### src/rtl/mrs_pkg.sv
package mrs_pkg;

  typedef enum logic [1:0] {
    OP_INV   = 2'd0,
    OP_CLEAN = 2'd1,
    OP_FLUSH = 2'd2,
    OP_RSVD  = 2'd3
  } op_e;

  typedef enum logic [1:0] {
    K_LINE   = 2'd0,
    K_RCLEAN = 2'd1,
    K_RINV   = 2'd2,
    K_NONE   = 2'd3
  } kind_e;

  typedef enum logic [2:0] {
    ST_IDLE  = 3'd0,
    ST_HEAD  = 3'd1,
    ST_TAIL  = 3'd2,
    ST_CLEAN = 3'd3,
    ST_INV   = 3'd4
  } seq_state_e;

endpackage

### src/rtl/mrs_edge_align.sv
module mrs_edge_align
  import mrs_pkg::*;
#(
  parameter int ADDR_W     = 32,
  parameter int LINE_BYTES = 32
) (
  input  op_e               op_i,
  input  logic [ADDR_W-1:0] start_i,
  input  logic [ADDR_W-1:0] stop_i,
  output logic              head_need_o,
  output logic [ADDR_W-1:0] head_line_o,
  output logic              tail_need_o,
  output logic [ADDR_W-1:0] tail_line_o,
  output logic [ADDR_W:0]   lo_o,
  output logic [ADDR_W:0]   hi_o
);

  localparam int EXT_W    = ADDR_W + 1;
  localparam int LINE_LSB = $clog2(LINE_BYTES);
  localparam logic [EXT_W-1:0] LMASK = EXT_W'(LINE_BYTES - 1);

  logic [EXT_W-1:0] s_ext, e_ext, s_up, s_dn, e_dn, e_up, s_inv;
  logic             s_mis, e_mis, tail_hit;

  // widen by one bit so a rounded-up end at the top of memory does not wrap
  assign s_ext = {1'b0, start_i};
  assign e_ext = {1'b0, stop_i};
  assign s_mis = |start_i[LINE_LSB-1:0];
  assign e_mis = |stop_i[LINE_LSB-1:0];

  assign s_up  = (s_ext | LMASK) + EXT_W'(1);
  assign s_dn  = s_ext & ~LMASK;
  assign e_dn  = e_ext & ~LMASK;
  assign e_up  = (e_ext + LMASK) & ~LMASK;

  // invalidate: a partial first line is handled on its own, chunking begins after it
  assign s_inv    = s_mis ? s_up : s_ext;
  assign tail_hit = e_mis && (s_inv < e_ext);

  assign head_line_o = s_dn[ADDR_W-1:0];
  assign tail_line_o = e_dn[ADDR_W-1:0];

  always_comb begin
    head_need_o = 1'b0;
    tail_need_o = 1'b0;
    lo_o        = '0;
    hi_o        = '0;
    unique case (op_i)
      OP_INV: begin
        head_need_o = s_mis;
        tail_need_o = tail_hit;
        lo_o        = s_inv;
        hi_o        = tail_hit ? e_dn : e_ext;
      end
      OP_CLEAN, OP_FLUSH: begin
        lo_o = s_dn;
        hi_o = e_up;
      end
      default: begin
        lo_o = '0;
        hi_o = '0;
      end
    endcase
  end

endmodule

### src/rtl/mrs_chunk_calc.sv
module mrs_chunk_calc #(
  parameter int ADDR_W     = 32,
  parameter int LINE_BYTES = 32,
  parameter int MAX_CHUNK  = 1024,
  parameter int PAGE_BYTES = 4096
) (
  input  logic [ADDR_W:0]   cur_i,
  input  logic [ADDR_W:0]   stop_i,
  output logic [ADDR_W:0]   chunk_end_o,
  output logic              last_o,
  output logic [ADDR_W-1:0] range_hi_o
);

  localparam int EXT_W = ADDR_W + 1;
  localparam logic [EXT_W-1:0] PMASK = EXT_W'(PAGE_BYTES - 1);

  logic [EXT_W-1:0] page_next, clip_page, clip_all;

  assign page_next = (cur_i | PMASK) + EXT_W'(1);
  assign clip_page = (page_next < stop_i) ? page_next : stop_i;

  generate
    if (MAX_CHUNK < PAGE_BYTES) begin : g_cap
      logic [EXT_W-1:0] cap;
      assign cap      = cur_i + EXT_W'(MAX_CHUNK);
      assign clip_all = (cap < clip_page) ? cap : clip_page;
    end else begin : g_nocap
      // a whole page never exceeds the cap, so the page clip alone decides
      assign clip_all = clip_page;
    end
  endgenerate

  assign chunk_end_o = clip_all;
  assign last_o      = (clip_all >= stop_i);
  assign range_hi_o  = clip_all[ADDR_W-1:0] - ADDR_W'(LINE_BYTES);

  always_comb begin
    if (cur_i < stop_i) begin

      chunk_grow_chk: assert ((chunk_end_o > cur_i) && (chunk_end_o <= stop_i)
                              && ((chunk_end_o - cur_i) <= EXT_W'(MAX_CHUNK)));
    end
  end

endmodule

### src/rtl/maint_range_splitter.sv
module maint_range_splitter
  import mrs_pkg::*;
#(
  parameter int ADDR_W     = 32,
  parameter int LINE_BYTES = 32,
  parameter int MAX_CHUNK  = 1024,
  parameter int PAGE_BYTES = 4096
) (
  input  logic              clk,
  input  logic              rst_n,
  input  logic              req_valid,
  output logic              req_ready,
  input  logic [1:0]        req_op,
  input  logic [ADDR_W-1:0] req_start,
  input  logic [ADDR_W-1:0] req_end,
  input  logic              wt_mode,
  output logic              cmd_valid,
  input  logic              cmd_ready,
  output logic [1:0]        cmd_kind,
  output logic [ADDR_W-1:0] cmd_lo,
  output logic [ADDR_W-1:0] cmd_hi,
  output logic              done
);

  localparam int EXT_W    = ADDR_W + 1;
  localparam int LINE_LSB = $clog2(LINE_BYTES);
  localparam int PAGE_LSB = $clog2(PAGE_BYTES);

  // ---------------- reset: asynchronous assert, synchronous release
  logic [1:0] rst_pipe;
  logic       rst_q;

  always_ff @(posedge clk or negedge rst_n) begin
    if (!rst_n) rst_pipe <= 2'b00;
    else        rst_pipe <= {rst_pipe[0], 1'b1};
  end
  assign rst_q = rst_pipe[1];

  // ---------------- request alignment
  op_e              op_in;
  logic             a_head, a_tail;
  logic [ADDR_W-1:0] a_head_line, a_tail_line;
  logic [EXT_W-1:0] a_lo, a_hi;

  assign op_in = op_e'(req_op);

  mrs_edge_align #(
    .ADDR_W     (ADDR_W),
    .LINE_BYTES (LINE_BYTES)
  ) u_align (
    .op_i        (op_in),
    .start_i     (req_start),
    .stop_i      (req_end),
    .head_need_o (a_head),
    .head_line_o (a_head_line),
    .tail_need_o (a_tail),
    .tail_line_o (a_tail_line),
    .lo_o        (a_lo),
    .hi_o        (a_hi)
  );

  // ---------------- sequencing state
  seq_state_e        state_q, state_d;
  op_e               op_q;
  logic              wt_q;
  logic              tail_need_q;
  logic [ADDR_W-1:0] head_q, tail_q;
  logic [EXT_W-1:0]  cur_q, cur_d, stop_q;
  logic              done_q, done_d;
  logic              ld_en, cur_en, accept;

  // ---------------- chunk arithmetic on the live cursor
  logic [EXT_W-1:0]  c_end;
  logic              c_last;
  logic [ADDR_W-1:0] c_hi;

  mrs_chunk_calc #(
    .ADDR_W     (ADDR_W),
    .LINE_BYTES (LINE_BYTES),
    .MAX_CHUNK  (MAX_CHUNK),
    .PAGE_BYTES (PAGE_BYTES)
  ) u_chunk (
    .cur_i       (cur_q),
    .stop_i      (stop_q),
    .chunk_end_o (c_end),
    .last_o      (c_last),
    .range_hi_o  (c_hi)
  );

  function automatic seq_state_e entry_state(op_e op, logic wt, logic head,
                                             logic tail, logic rng);
    seq_state_e s;
    unique case (op)
      OP_INV:   s = head ? ST_HEAD : (tail ? ST_TAIL : (rng ? ST_INV : ST_IDLE));
      OP_CLEAN: s = (rng && !wt) ? ST_CLEAN : ST_IDLE;
      OP_FLUSH: s = rng ? (wt ? ST_INV : ST_CLEAN) : ST_IDLE;
      default:  s = ST_IDLE;
    endcase
    return s;
  endfunction

  assign req_ready = rst_q && (state_q == ST_IDLE);
  assign cmd_valid = (state_q != ST_IDLE);
  assign accept    = cmd_valid && cmd_ready;

  // ---------------- next state
  always_comb begin
    state_d = state_q;
    ld_en   = 1'b0;
    cur_en  = 1'b0;
    cur_d   = c_end;
    unique case (state_q)
      ST_IDLE: begin
        if (req_valid && req_ready) begin
          ld_en   = 1'b1;
          cur_en  = 1'b1;
          cur_d   = a_lo;
          state_d = entry_state(op_in, wt_mode, a_head, a_tail, a_lo < a_hi);
        end
      end
      ST_HEAD: begin
        if (accept) begin
          state_d = tail_need_q ? ST_TAIL : ((cur_q < stop_q) ? ST_INV : ST_IDLE);
        end
      end
      ST_TAIL: begin
        if (accept) begin
          state_d = (cur_q < stop_q) ? ST_INV : ST_IDLE;
        end
      end
      ST_CLEAN: begin
        if (accept) begin
          if (op_q == OP_FLUSH) begin
            state_d = ST_INV;
          end else begin
            cur_en  = 1'b1;
            state_d = c_last ? ST_IDLE : ST_CLEAN;
          end
        end
      end
      ST_INV: begin
        if (accept) begin
          cur_en  = 1'b1;
          state_d = c_last ? ST_IDLE
                  : ((op_q == OP_FLUSH && !wt_q) ? ST_CLEAN : ST_INV);
        end
      end
      default: state_d = ST_IDLE;
    endcase
    done_d = (state_q != ST_IDLE) ? (state_d == ST_IDLE)
                                  : (ld_en && (state_d == ST_IDLE));
  end

  // ---------------- registers
  always_ff @(posedge clk or negedge rst_q) begin
    if (!rst_q) begin
      state_q <= ST_IDLE;
      done_q  <= 1'b0;
    end else begin
      state_q <= state_d;
      done_q  <= done_d;
    end
  end

  always_ff @(posedge clk or negedge rst_q) begin
    if (!rst_q) begin
      op_q        <= OP_RSVD;
      wt_q        <= 1'b0;
      tail_need_q <= 1'b0;
      head_q      <= '0;
      tail_q      <= '0;
      stop_q      <= '0;
    end else if (ld_en) begin
      op_q        <= op_in;
      wt_q        <= wt_mode;
      tail_need_q <= a_tail;
      head_q      <= a_head_line;
      tail_q      <= a_tail_line;
      stop_q      <= a_hi;
    end
  end

  always_ff @(posedge clk or negedge rst_q) begin
    if (!rst_q)      cur_q <= '0;
    else if (cur_en) cur_q <= cur_d;
  end

  // ---------------- command outputs
  kind_e kind_now;

  always_comb begin
    unique case (state_q)
      ST_HEAD: begin kind_now = K_LINE;   cmd_lo = head_q;              cmd_hi = head_q; end
      ST_TAIL: begin kind_now = K_LINE;   cmd_lo = tail_q;              cmd_hi = tail_q; end
      ST_CLEAN:begin kind_now = K_RCLEAN; cmd_lo = cur_q[ADDR_W-1:0];   cmd_hi = c_hi;   end
      ST_INV:  begin kind_now = K_RINV;   cmd_lo = cur_q[ADDR_W-1:0];   cmd_hi = c_hi;   end
      default: begin kind_now = K_NONE;   cmd_lo = '0;                  cmd_hi = '0;     end
    endcase
  end

  assign cmd_kind = kind_now;
  assign done     = done_q;

  // ---------------- assertions

  cmd_hold_chk: assert property (@(posedge clk) disable iff (!rst_q)
    (cmd_valid && !cmd_ready) |=> (cmd_valid && $stable(cmd_kind)
                                   && $stable(cmd_lo) && $stable(cmd_hi)));


  line_align_chk: assert property (@(posedge clk) disable iff (!rst_q)
    cmd_valid |-> ((cmd_lo[LINE_LSB-1:0] == '0) && (cmd_hi[LINE_LSB-1:0] == '0)));


  range_page_chk: assert property (@(posedge clk) disable iff (!rst_q)
    (cmd_valid && kind_now != K_LINE) |->
      ((cmd_lo[ADDR_W-1:PAGE_LSB] == cmd_hi[ADDR_W-1:PAGE_LSB]) && (cmd_hi >= cmd_lo)
       && ((cmd_hi - cmd_lo) <= ADDR_W'(MAX_CHUNK - LINE_BYTES))));


  line_single_chk: assert property (@(posedge clk) disable iff (!rst_q)
    (cmd_valid && kind_now == K_LINE) |-> (cmd_lo == cmd_hi));


  ready_idle_chk: assert property (@(posedge clk) disable iff (!rst_q)
    req_ready |-> !cmd_valid);


  done_quiet_chk: assert property (@(posedge clk) disable iff (!rst_q)
    done |-> !cmd_valid);


  wt_noclean_chk: assert property (@(posedge clk) disable iff (!rst_q)
    (cmd_valid && wt_q) |-> (kind_now != K_RCLEAN));


  flush_pair_chk: assert property (@(posedge clk) disable iff (!rst_q)
    (accept && kind_now == K_RCLEAN && op_q == OP_FLUSH) |=>
      (cmd_valid && kind_now == K_RINV && $stable(cmd_lo) && $stable(cmd_hi)));

endmodule

### config.mk
export PLATFORM = sky130hd
export DESIGN_NAME = maint_range_splitter
export DESIGN_NICKNAME = d
export VERILOG_FILES = /design/src/rtl/mrs_pkg.sv /design/src/rtl/mrs_edge_align.sv /design/src/rtl/mrs_chunk_calc.sv /design/src/rtl/maint_range_splitter.sv
export SDC_FILE = /design/constraint.sdc
export NUM_CORES = 1
export LEC_CHECK = 0
export ABC_AREA = 1
export BUFFER_PORTS_ARGS = -buffer_cell sky130_fd_sc_hd__buf_4
export CAP_MARGIN = 20
export CORE_UTILIZATION = 30
export CTS_CLUSTER_SIZE = 30
export DETAILED_ROUTE_END_ITERATION = 8
export MAX_ROUTING_LAYER = met4
export PLACE_DENSITY = 0.51
export SKIP_LAST_GASP = 1
export SYNTH_ARGS = -nofsm -noshare
export SYNTH_HDL_FRONTEND = slang
export SYNTH_HIERARCHICAL = 1
export SYNTH_SLANG_ARGS = --single-unit
### constraint.sdc
create_clock -name clk -period 15.1 [get_ports clk]
set_input_delay 0 -clock clk [delete_from_list [all_inputs] [get_ports clk]]
set_output_delay 0 -clock clk [all_outputs]
set_load 0.03 [all_outputs]
== After elaboration in Yosys (flattened, before gate mapping) ==
Index checks and enable logic that the tools add are counted.

* Bits in registers: 130
* Input bits: 71
* Output and inout bits: 69
* Word-level logic and storage cells: 85

* Add/sub/neg operators: 5
* Order comparisons: 6
* Equality and inequality tests: 7
* Multiplexer cells: 39
* Reduce and logical (&&, ||, !) cells: 18

{| class="wikitable"
|+ Operator list
! kind !! count
|-
| 32-bit one-hot mux with 3 select lines || 2
|-
| 33-bit two-way mux || 5
|-
| 33-bit < comparator || 4
|-
| 33-bit one-hot mux with 2 select lines || 2
|-
| 3-bit two-way mux || 15
|-
| 32-bit by 1-bit adder with 33-bit output (second input constant) || 1
|-
| 32-bit by 5-bit adder with 33-bit output (second input constant) || 1
|-
| 33-bit by 1-bit adder with 33-bit output (second input constant) || 1
|-
| 33-bit by 11-bit adder with 33-bit output (second input constant) || 1
|-
| 33-bit greater-or-equal comparator || 1
|-
| 33-bit by 32-bit < comparator with 1-bit output || 1
|-
| 32-bit by 6-bit subtractor with 32-bit output (second input constant) || 1
|-
| 3-bit one-hot mux with 5 select lines || 1
|-
| 5-bit OR reduction || 2
|-
| 3-bit one-hot mux with 3 select lines || 1
|-
| 1-bit two-way mux || 8
|-
| 1-bit logical AND || 7
|-
| 3-bit by 2-bit equality test with 1-bit output (second input constant) || 2
|-
| 3-bit logical NOT || 2
|-
| 2-bit one-hot mux with 3 select lines || 1
|-
| 2-bit OR reduction || 3
|-
| 5-bit two-way mux || 1
|-
| 2-bit equality test (second input constant) || 2
|-
| 2-bit two-way mux || 2
|-
| 7 further kinds || 8
|}

== Logic depth before layout (Yosys ltp) ==
Gate-level depths: netlist (run 1).

* Depth after elaboration: 16
* Mapped depth: 60

== Hierarchy ==
Netlist (run 1), hierarchy kept.

{| class="wikitable"
|+ By module, submodules not included
! module !! instances !! cells an instance !! area each (sq um) !! sequential area each (sq um)
|-
| maint_range_splitter || 1 || 1,154 || 8,406.8 || 3,505.9
|-
| mrs_chunk_calc || 1 || 947 || 5,216.3 || 0.0
|-
| mrs_edge_align || 1 || 650 || 3,628.5 || 0.0
|}

== Worst setup path before layout (run 1) ==
Ideal clock, no wire load.

* Path kind: register to register
* Start: register cur_q[12]
* End: register done_q, in the netlist done
* Setup time: 0.080 ns
* Arrival time: 6.637 ns
* Path slack: 8.383 ns
* Cell stages (with the launch flop): 57
* Path buffers: 6
* Period minus slack after synthesis: 6.717 ns
* Cells stage by stage: dfrtp_1 ha_1 buf_2 nand2_1 nor2_1 nand2_1 nor2_1 xor2_1 ha_1 nand2_2 inv_1 nand2_1 nand2_1 a21oi_2 nand2_2 nor2_8 nand2_8 buf_8 [21 not listed] nand2_1 nand2_1 a21oi_1 o21ai_0 nand2_1 nand3_1 nand2_1 nand2_1 nand2_1 o311ai_0 o21bai_1 a21oi_1 a31o_2 inv_1 nand2_1 inv_1 nand2_1 nor3_2

* Elaborated cells between the ends (all ways): 21

{| class="wikitable"
|+ RTL lines
! element !! RTL line !! source
|-
| start, declared || maint_range_splitter.sv:68 || <nowiki>logic [EXT_W-1:0] cur_q, cur_d, stop_q;</nowiki>
|-
| start signal, assigned || maint_range_splitter.sv:185 || <nowiki>else if (cur_en) cur_q <= cur_d;</nowiki>
|-
| 33-bit by 1-bit adder with 33-bit output || mrs_chunk_calc.sv:19 || <nowiki>assign page_next = (cur_i | PMASK) + EXT_W'(1);</nowiki>
|-
| 33-bit < comparator || mrs_chunk_calc.sv:20 || <nowiki>assign clip_page = (page_next < stop_i) ? page_next : stop_i;</nowiki>
|-
| 33-bit two-way mux || mrs_chunk_calc.sv:20 ||
|-
| 33-bit < comparator || mrs_chunk_calc.sv:26 || <nowiki>assign clip_all = (cap < clip_page) ? cap : clip_page;</nowiki>
|-
| 33-bit two-way mux * || mrs_chunk_calc.sv:26 ||
|-
| net c_end[2] || maint_range_splitter.sv:73 || <nowiki>logic [EXT_W-1:0] c_end;</nowiki>
|-
| 33-bit greater-or-equal comparator * || mrs_chunk_calc.sv:34 || <nowiki>assign last_o = (clip_all >= stop_i);</nowiki>
|-
| net c_last || maint_range_splitter.sv:74 || <nowiki>logic c_last;</nowiki>
|-
| 3-bit two-way mux * || maint_range_splitter.sv:144 || <nowiki>state_d = c_last ? ST_IDLE</nowiki>
|-
| 3-bit two-way mux * || maint_range_splitter.sv:142 || <nowiki>if (accept) begin</nowiki>
|-
| 3-bit one-hot mux with 5 select lines * || maint_range_splitter.sv:112 || <nowiki>unique case (state_q)</nowiki>
|-
| net state_d[2] || maint_range_splitter.sv:63 || <nowiki>seq_state_e state_q, state_d;</nowiki>
|-
| 3-bit logical NOT * || maint_range_splitter.sv:150, maint_range_splitter.sv:151 ||
|-
| 1-bit logical AND || maint_range_splitter.sv:151 || <nowiki>: (ld_en && (state_d == ST_IDLE));</nowiki>
|-
| 1-bit two-way mux * || maint_range_splitter.sv:150 || <nowiki>done_d = (state_q != ST_IDLE) ? (state_d == ST_IDLE)</nowiki>
|-
| net done_d || maint_range_splitter.sv:69 || <nowiki>logic done_q, done_d;</nowiki>
|-
| end signal, assigned || maint_range_splitter.sv:161 || <nowiki>done_q <= done_d;</nowiki>
|-
| end, declared || maint_range_splitter.sv:69 ||
|}

Mark *: on every way through the listed nets, which the timed path passes. The rest lies on a longest branch.
A chain may end at the register's enable or synchronous reset.

== Worst setup path after layout (run 1) ==
* Start: register cur_q[12]
* End: register done_q, in the netlist done

* Longest elaborated chain between the ends: 13
* Elaborated cells between the ends (all ways): 21

{| class="wikitable"
|+ RTL lines
! element !! RTL line !! source
|-
| 33-bit by 1-bit adder with 33-bit output || mrs_chunk_calc.sv:19 ||
|-
| 33-bit < comparator || mrs_chunk_calc.sv:20 ||
|-
| 33-bit two-way mux || mrs_chunk_calc.sv:20 ||
|-
| 33-bit < comparator || mrs_chunk_calc.sv:26 ||
|-
| 33-bit two-way mux * || mrs_chunk_calc.sv:26 ||
|-
| net c_end[2] || maint_range_splitter.sv:73 ||
|-
| 33-bit greater-or-equal comparator * || mrs_chunk_calc.sv:34 ||
|-
| net c_last || maint_range_splitter.sv:74 ||
|-
| 2-bit two-way mux || maint_range_splitter.sv:137 || <nowiki>state_d = c_last ? ST_IDLE : ST_CLEAN;</nowiki>
|-
| 3-bit two-way mux || maint_range_splitter.sv:133 || <nowiki>if (op_q == OP_FLUSH) begin</nowiki>
|-
| 3-bit two-way mux || maint_range_splitter.sv:132 || <nowiki>if (accept) begin</nowiki>
|-
| 3-bit one-hot mux with 5 select lines * || maint_range_splitter.sv:112 ||
|-
| 3-bit logical NOT * || maint_range_splitter.sv:150, maint_range_splitter.sv:151 ||
|-
| 1-bit logical AND || maint_range_splitter.sv:151 ||
|-
| 1-bit two-way mux * || maint_range_splitter.sv:150 ||
|-
| net done_d || maint_range_splitter.sv:69 ||
|}

Marks and branches as above.

==> results of run 1 <==
[metal layers]
metal	wire length [um]	part of all wire [%]	vias to the layer above	GRT usage (%)
met5	0	0	-	-
met4	2068	2.9	0	7.837
met3	3455	4.8	100	1.609
met2	32470	45	644	39.36
met1	33570	47	8514	33.66
li1	-	-	8850	-
[layout by cell type (no fill, tap or decap), types with 4 or more instances in the layout]
cell type      netlist  layout
a31oi_1             28      28
conb_1               2      20
ha_1               187     187
a31oi_2              6       6
nor2_2              16      16
nand2_2             25      25
nor3_1              34      34
clkbuf_1            33       4
o32ai_1              4       4
nor2_1             200     200
inv_2               14      14
o21a_1               4       4
nor2_4               9       9
nand2_1           1007    1007
xnor2_1              7       7
nor3_2              11      11
a211oi_1             4       4
nand2_4              5       5
a22o_1              32      32
o21ai_1             10      10
nand3_1            127     127
o21ai_2              5       5
buf_4               78     152
a21oi_1             88      88
nand4_1             39      39
o21ai_0             91      91
a21o_1               8       8
inv_1              364     364
clkbuf_8             0       4
nor4_1               5       5
dlygate4sd3_1        0      62
xor2_1              61      61
clkbuf_16            0      17
o22ai_1             15      15
dfrtp_1            138     137
nand3b_1            12      12
[cell families after synthesis]
family,after synthesis,synth area share [%]
compound gates,309,10.98
simple gates,1508,37.53
xor+xnor,69,3.547
other cells,2,0.04353
fa+ha+maj,187,13.56
flops,140,20.32
buf+inv,536,14.01
[per-stage QoR]
stage / hold slack, ns / std cells / setup slack, ns / utilization (%)
after floorplan: -0.2956 / 2769 / 8.383 / -
after global placement: -0.2179 / 3519 / 5.119 / 32.55
after detailed placement: -0.2174 / 3520 / 5.551 / 32.56
after CTS: 0.01059 / 3613 / 5.502 / 34.68
after global routing: 0.07458 / 3613 / 4.614 / 34.68
final: 0.02996 / 3613 / 5.279 / 34.68
[path summary, 6_finish.rpt]
check	end	slack, ns	depth (start not counted)
hold reg to reg	tail_q[3]	0.29	0
max in group asynchronous	tail_q[18]	12.93	2
min in group asynchronous	tail_q[3]	0.29	0
hold / removal	stop_q[4]	0.03	5
setup reg to reg	done	5.28	49
setup / recovery	done	5.28	49
[critical path, delay by kind of cell, from the launching register on]
kind / cells / cell delay (ns)
AOI/OAI and AO/OA: 9 / 1.65
adders and majority gates: 4 / 1.45
buffers and inverters: 4 / 0.69
DFF: 1 / 0.71
and+or+nand+nor: 32 / 5.17
[layout make-up]
class / count / area (sq um) / share of cell area, %
Inverter: 378 / 1419 / 7.228
Clock buffer: 25 / 495.5 / 2.524
Clock inverter: 6 / 85.08 / 0.4335
Timing Repair Buffer: 215 / 1767 / 9.000
Tap cell: 756 / 945.9 / 4.819
Sequential cell: 140 / 3510 / 17.88
Multi-Input combinational cell: 2093 / 11410 / 58.11
[state kept, by name, summed over array words and instances (netlist names)]
signal	count
done	1
head_q	32
cur_q	33
stop_q	33
op_q	2
tail_q	32
tail_need_q	1
state_q	3
rst_pipe	2
wt_q	1
[timing repair]
| item | in CTS | in global routing |
|---|---|---|
| setup endpoints to repair | 0 | 0 |
| resized for setup | 0 | 0 |
| hold endpoints to repair | 63 | 0 |
| hold buffers | 62 | 0 |
==> metrics.yaml, run 1 <==
numCtsBuffers: 17
outcome: "completed"
r2r-start: "cur_q[12]"
htreeDepth: 4
vias_per_cell: 5.012
yosys.area.top_type_share_pct: 21.91
syn_inst: 2751
coreArea_sq_um: 56600
syn_area_sq_um: 17250
cp_max_fo: 44
crit_start: "cur_q[12]"
async_reset_ff_share_pct: 100.0
start_kind: "register"
endpoint_kind: "register"
hold_path_class: "in2reg"
post_cts_buffers: 0
yosys-top-cells-count: "nand2_1 (1007), inv_1 (364), nor2_1 (200)"
synth_edf_count: 0
finalClockSkew_ns: 0.01350
final.period_utilization_pct: 65.04
rows: 87
place_congestion: 1.044
stdcell_area_sq_um: 19630
relSlewSlack_pct: 30.94
fin_tns_setup_ns: 0
critPathMaxStageDelay_ns: 0.71
worstPathArrival_ns: 10.15
fp.dieArea_sq_um: 58470
synth_warnings: 6
clockRootBuffer: "clkbuf_16"
synthTopCellsByArea: "nand2_1 (22%), dfrtp_1 (20%), ha_1 (14%), inv_1 (7.9%), nor2_1 (4.4%)"
drv_slew: 0
synth_ff_type: "dfrtp_1"
hold_viol: 0
ys_ff_latch: 140
finalWirelength_mm: 71.57
port_buffers: 139
cap_violations: 0
yosysSeqAreaShare_pct: 20.32
clock_latency_ns: 0.44
avgRoutedWirePerCell_um: 19.81
grt_usage_pct: 24.84
drc_errors: 0
clockBufferDepth: 2
dpl_cell_area_sq_um: 18430
grt_pass1_vias: 17370
nFillCells: 6400
avgSynthCellArea_sq_um: 6.271
antenna_cells: 0
initial_core_util_pct: 30.48
worstPathRequired_ns: 15.43
io_pins: 140
die_h_um: 241.8
yosys.area.top_type: "nand2_1"
timing.setup.critical_path_class: "reg2reg"
nets: 3103
netlist-cell-type-count: 60
rsz0062_at_grt: "no"
fmax_mhz: 101.8
ant_nets: 0
grt_overflow_total: 0
dr.pass1.iters: 6
yosysMostFrequentCell: "nand2_1"
path_clk_slew_ns: 0.06
area_growth_pct: 13.78
grt_pass1_wl_mm: 106.7
via_count: 18110
slowest_stage: "dfrtp_1"
cts_tree: "yes"
period_minus_slack_ns: 9.821
setup-violations-final: 0
antenna_found_initial: 0
cpMostUsedCell: "nand2_1"
die_w_um: 241.8
tightest_slew_ns: 1.036
drive_gt1_share_pct: 10.40
drt_iter0_markers: 1699
cts_sinks: 140
grt_max_degree: 101
hp-start: "req_end[4]"
dp_hpwl_mm: 58.68
Power of run 1 is not shown: default switching activity piles up to over one toggle a cycle in this logic, so the estimate is an artifact.
==> run 2, diff against run 1 <==
--- a/config.mk
+++ b/config.mk
@@ -12,7 +12,7 @@
 export CTS_CLUSTER_SIZE = 30
 export DETAILED_ROUTE_END_ITERATION = 8
 export MAX_ROUTING_LAYER = met4
-export PLACE_DENSITY = 0.51
+export PLACE_DENSITY = 0.52
 export SKIP_LAST_GASP = 1
 export SYNTH_ARGS = -nofsm -noshare
 export SYNTH_HDL_FRONTEND = slang
==> constraint.sdc (replaced) <==
create_clock -name clk -period 8.3 [get_ports clk]
set_input_delay 0 -clock clk [delete_from_list [all_inputs] [get_ports clk]]
set_output_delay 0 -clock clk [all_outputs]
set_load 0.03 [all_outputs]
==> metrics.yaml, run 2 (same netlist as run 1, synthesis figures left out) <==
grt_max_degree: 102  # +0.99%
dr.pass1.iters: 6  # unchanged
cts_sinks: 140  # unchanged
largest_registers: "cur_q: 33 flops, stop_q: 33 flops"
area_growth_pct: 15.19
rsz0062_at_grt: "no"
finalClockSkew_ns: 0.01175  # -0.001758 ns
htreeDepth: 4  # unchanged
fp.dieArea_sq_um: 58470  # unchanged
grt_usage_pct: 23.73  # -1.1 points
clockBufferDepth: 2  # unchanged
nFillCells: 6375  # -0.39%
period_minus_slack_ns: 7.624  # -2.196 ns
coreArea_sq_um: 56600  # unchanged
worstPathArrival_ns: 7.95  # -2.20 ns
start_kind: "register"
vias_per_cell: 4.938  # -1.5%
critPathMaxStageDelay_ns: 0.46  # -0.25 ns
fmax_mhz: 131.2  # +29%
die_w_um: 241.8  # unchanged
antenna_found_initial: 0  # unchanged
nets: 3122  # +0.61%
rows: 87  # unchanged
drc_errors: 0  # unchanged
initial_core_util_pct: 30.48  # unchanged
hold_viol: 0  # unchanged
dp_hpwl_mm: 55.20  # -5.9%
r2r_setup_slack_ns: 0.68  # -4.60 ns
avgRoutedWirePerCell_um: 18.82  # -5.0%
cpMostUsedCell: "nand2_1"
ant_nets: 0  # unchanged
grt_pass1_wl_mm: 103.0  # -3.5%
die_h_um: 241.8  # unchanged
cap_violations: 0  # unchanged
clock_latency_ns: 0.43  # about the same
numCtsBuffers: 17  # unchanged
path_clk_slew_ns: 0.06  # about the same
final_cell_mix: "nand2_1 (1006), inv_1 (362), nor2_1 (199)"
timing.setup.critical_path_class: "reg2reg"
setup-violations-final: 0  # unchanged
cts_tree: "yes"
final.period_utilization_pct: 91.86  # +27 points
grt_overflow_total: 0  # unchanged
drt_iter0_markers: 1634  # -3.8%
slowest_stage: "dfrtp_2"
relSlewSlack_pct: 33.44  # +2.5 points
cp_max_fo: 12  # -73%
place_congestion: 0.9462  # -9.4%
fin_tns_setup_ns: 0  # unchanged
clockRootBuffer: "clkbuf_16"
drive_gt1_share_pct: 11.68  # +1.3 points
io_pins: 140  # unchanged
grt_pass1_vias: 17100  # -1.6%
drv_slew: 0  # unchanged
tightest_slew_ns: 0.9983  # -0.03748 ns
hold_path_class: "in2reg"
finalWirelength_mm: 68.36  # -4.5%
worstPathRequired_ns: 8.62  # -6.81 ns
via_count: 17940  # -0.95%
antenna_cells: 0  # unchanged
outcome: "completed"
port_buffers: 139  # unchanged
final_common_cell: "nand2_1"
endpoint_kind: "register"
## run 2: changes by cell type in the layout (fill, tap and decap cells not counted), moves of 3 or more
cell / change
buf_4: +13
clkbuf_1: -3
clkbuf_8: -4
clkinvlp_4: +3
dfrtp_1: -7
dfrtp_2: +7
inv_6: +3
nor3_1: -4
nor3_2: +3
o21ai_0: -3
o21ai_1: +3
## run 2: routing by layer
| layer | up-vias | track usage [%] | wire [um] |
|---|---|---|---|
| met2 | 657 | 37.36 | 31020 |
| met4 | 0 | 8.246 | 2513 |
| met3 | 107 | 1.609 | 3395 |
| met5 | - | - | 0 |
| met1 | 8267 | 32.03 | 31430 |
| li1 | 8905 | - | - |
## run 2: what timing repair did
| item | CTS | global route |
|---|---|---|
| buffers inserted | 0 | 4 |
| endpoints found under the setup margin | 0 | 4 |
| resized for setup | 0 | 23 |
| hold buffers | 60 | 0 |
| hold endpoints to repair | 60 | 0 |
## run 2: stage by stage
stage / hold WS, ns / utilization, % / instance area, sq um / worst slack, ns / std cells
after floorplan: -0.2956 / - / 17320 / 1.583 / 2769
after global placement: -0.2157 / 32.70 / 18510 / 0.3919 / 3529
after detailed placement: -0.2147 / 32.70 / 18510 / 0.3323 / 3529
after CTS: 0.01786 / 34.77 / 19680 / 0.2871 / 3620
after global routing: 0.06901 / 35.11 / 19870 / 0.05210 / 3632
final: 0.04657 / 35.11 / 19870 / 0.6759 / 3632
## run 2: area by class of cell
| type | count | area (sq um) | share of cell area [%] |
|---|---|---|---|
| clock buffer | 18 | 429.2 | 2.160 |
| clock inverter | 13 | 141.4 | 0.7115 |
| inverter | 378 | 1423 | 7.159 |
| multi-input combinational | 2099 | 11520 | 57.97 |
| sequential | 140 | 3518 | 17.71 |
| tap | 756 | 945.9 | 4.760 |
| timing repair buffer | 227 | 1887 | 9.495 |
| timing repair inverter | 1 | 7.507 | 0.03778 |
## run 2: path summary, 6_finish.rpt
check                             from          to  depth (start not counted)
setup / recovery             cur_q[14]        done                         45
hold / removal               cmd_ready  state_q[0]                          4
setup reg to reg             cur_q[14]        done                         45
hold reg to reg            rst_pipe[1]  stop_q[29]                          0
max in group asynchronous  rst_pipe[1]   cur_q[13]                          1
min in group asynchronous  rst_pipe[1]  stop_q[29]                          0
## run 2: worst max-delay path, delay by kind of cell, from the launching register on
family                     cells  cell delay [ns]
and+or+nand+nor               30             4.29
AOI/OAI and AO/OA              8             1.13
adders and majority gates      3             0.88
buffers and inverters          3             0.48
DFF                            1             0.46
xor gates and xnor gates       1             0.23
Power of run 2 is left out for the same reason.
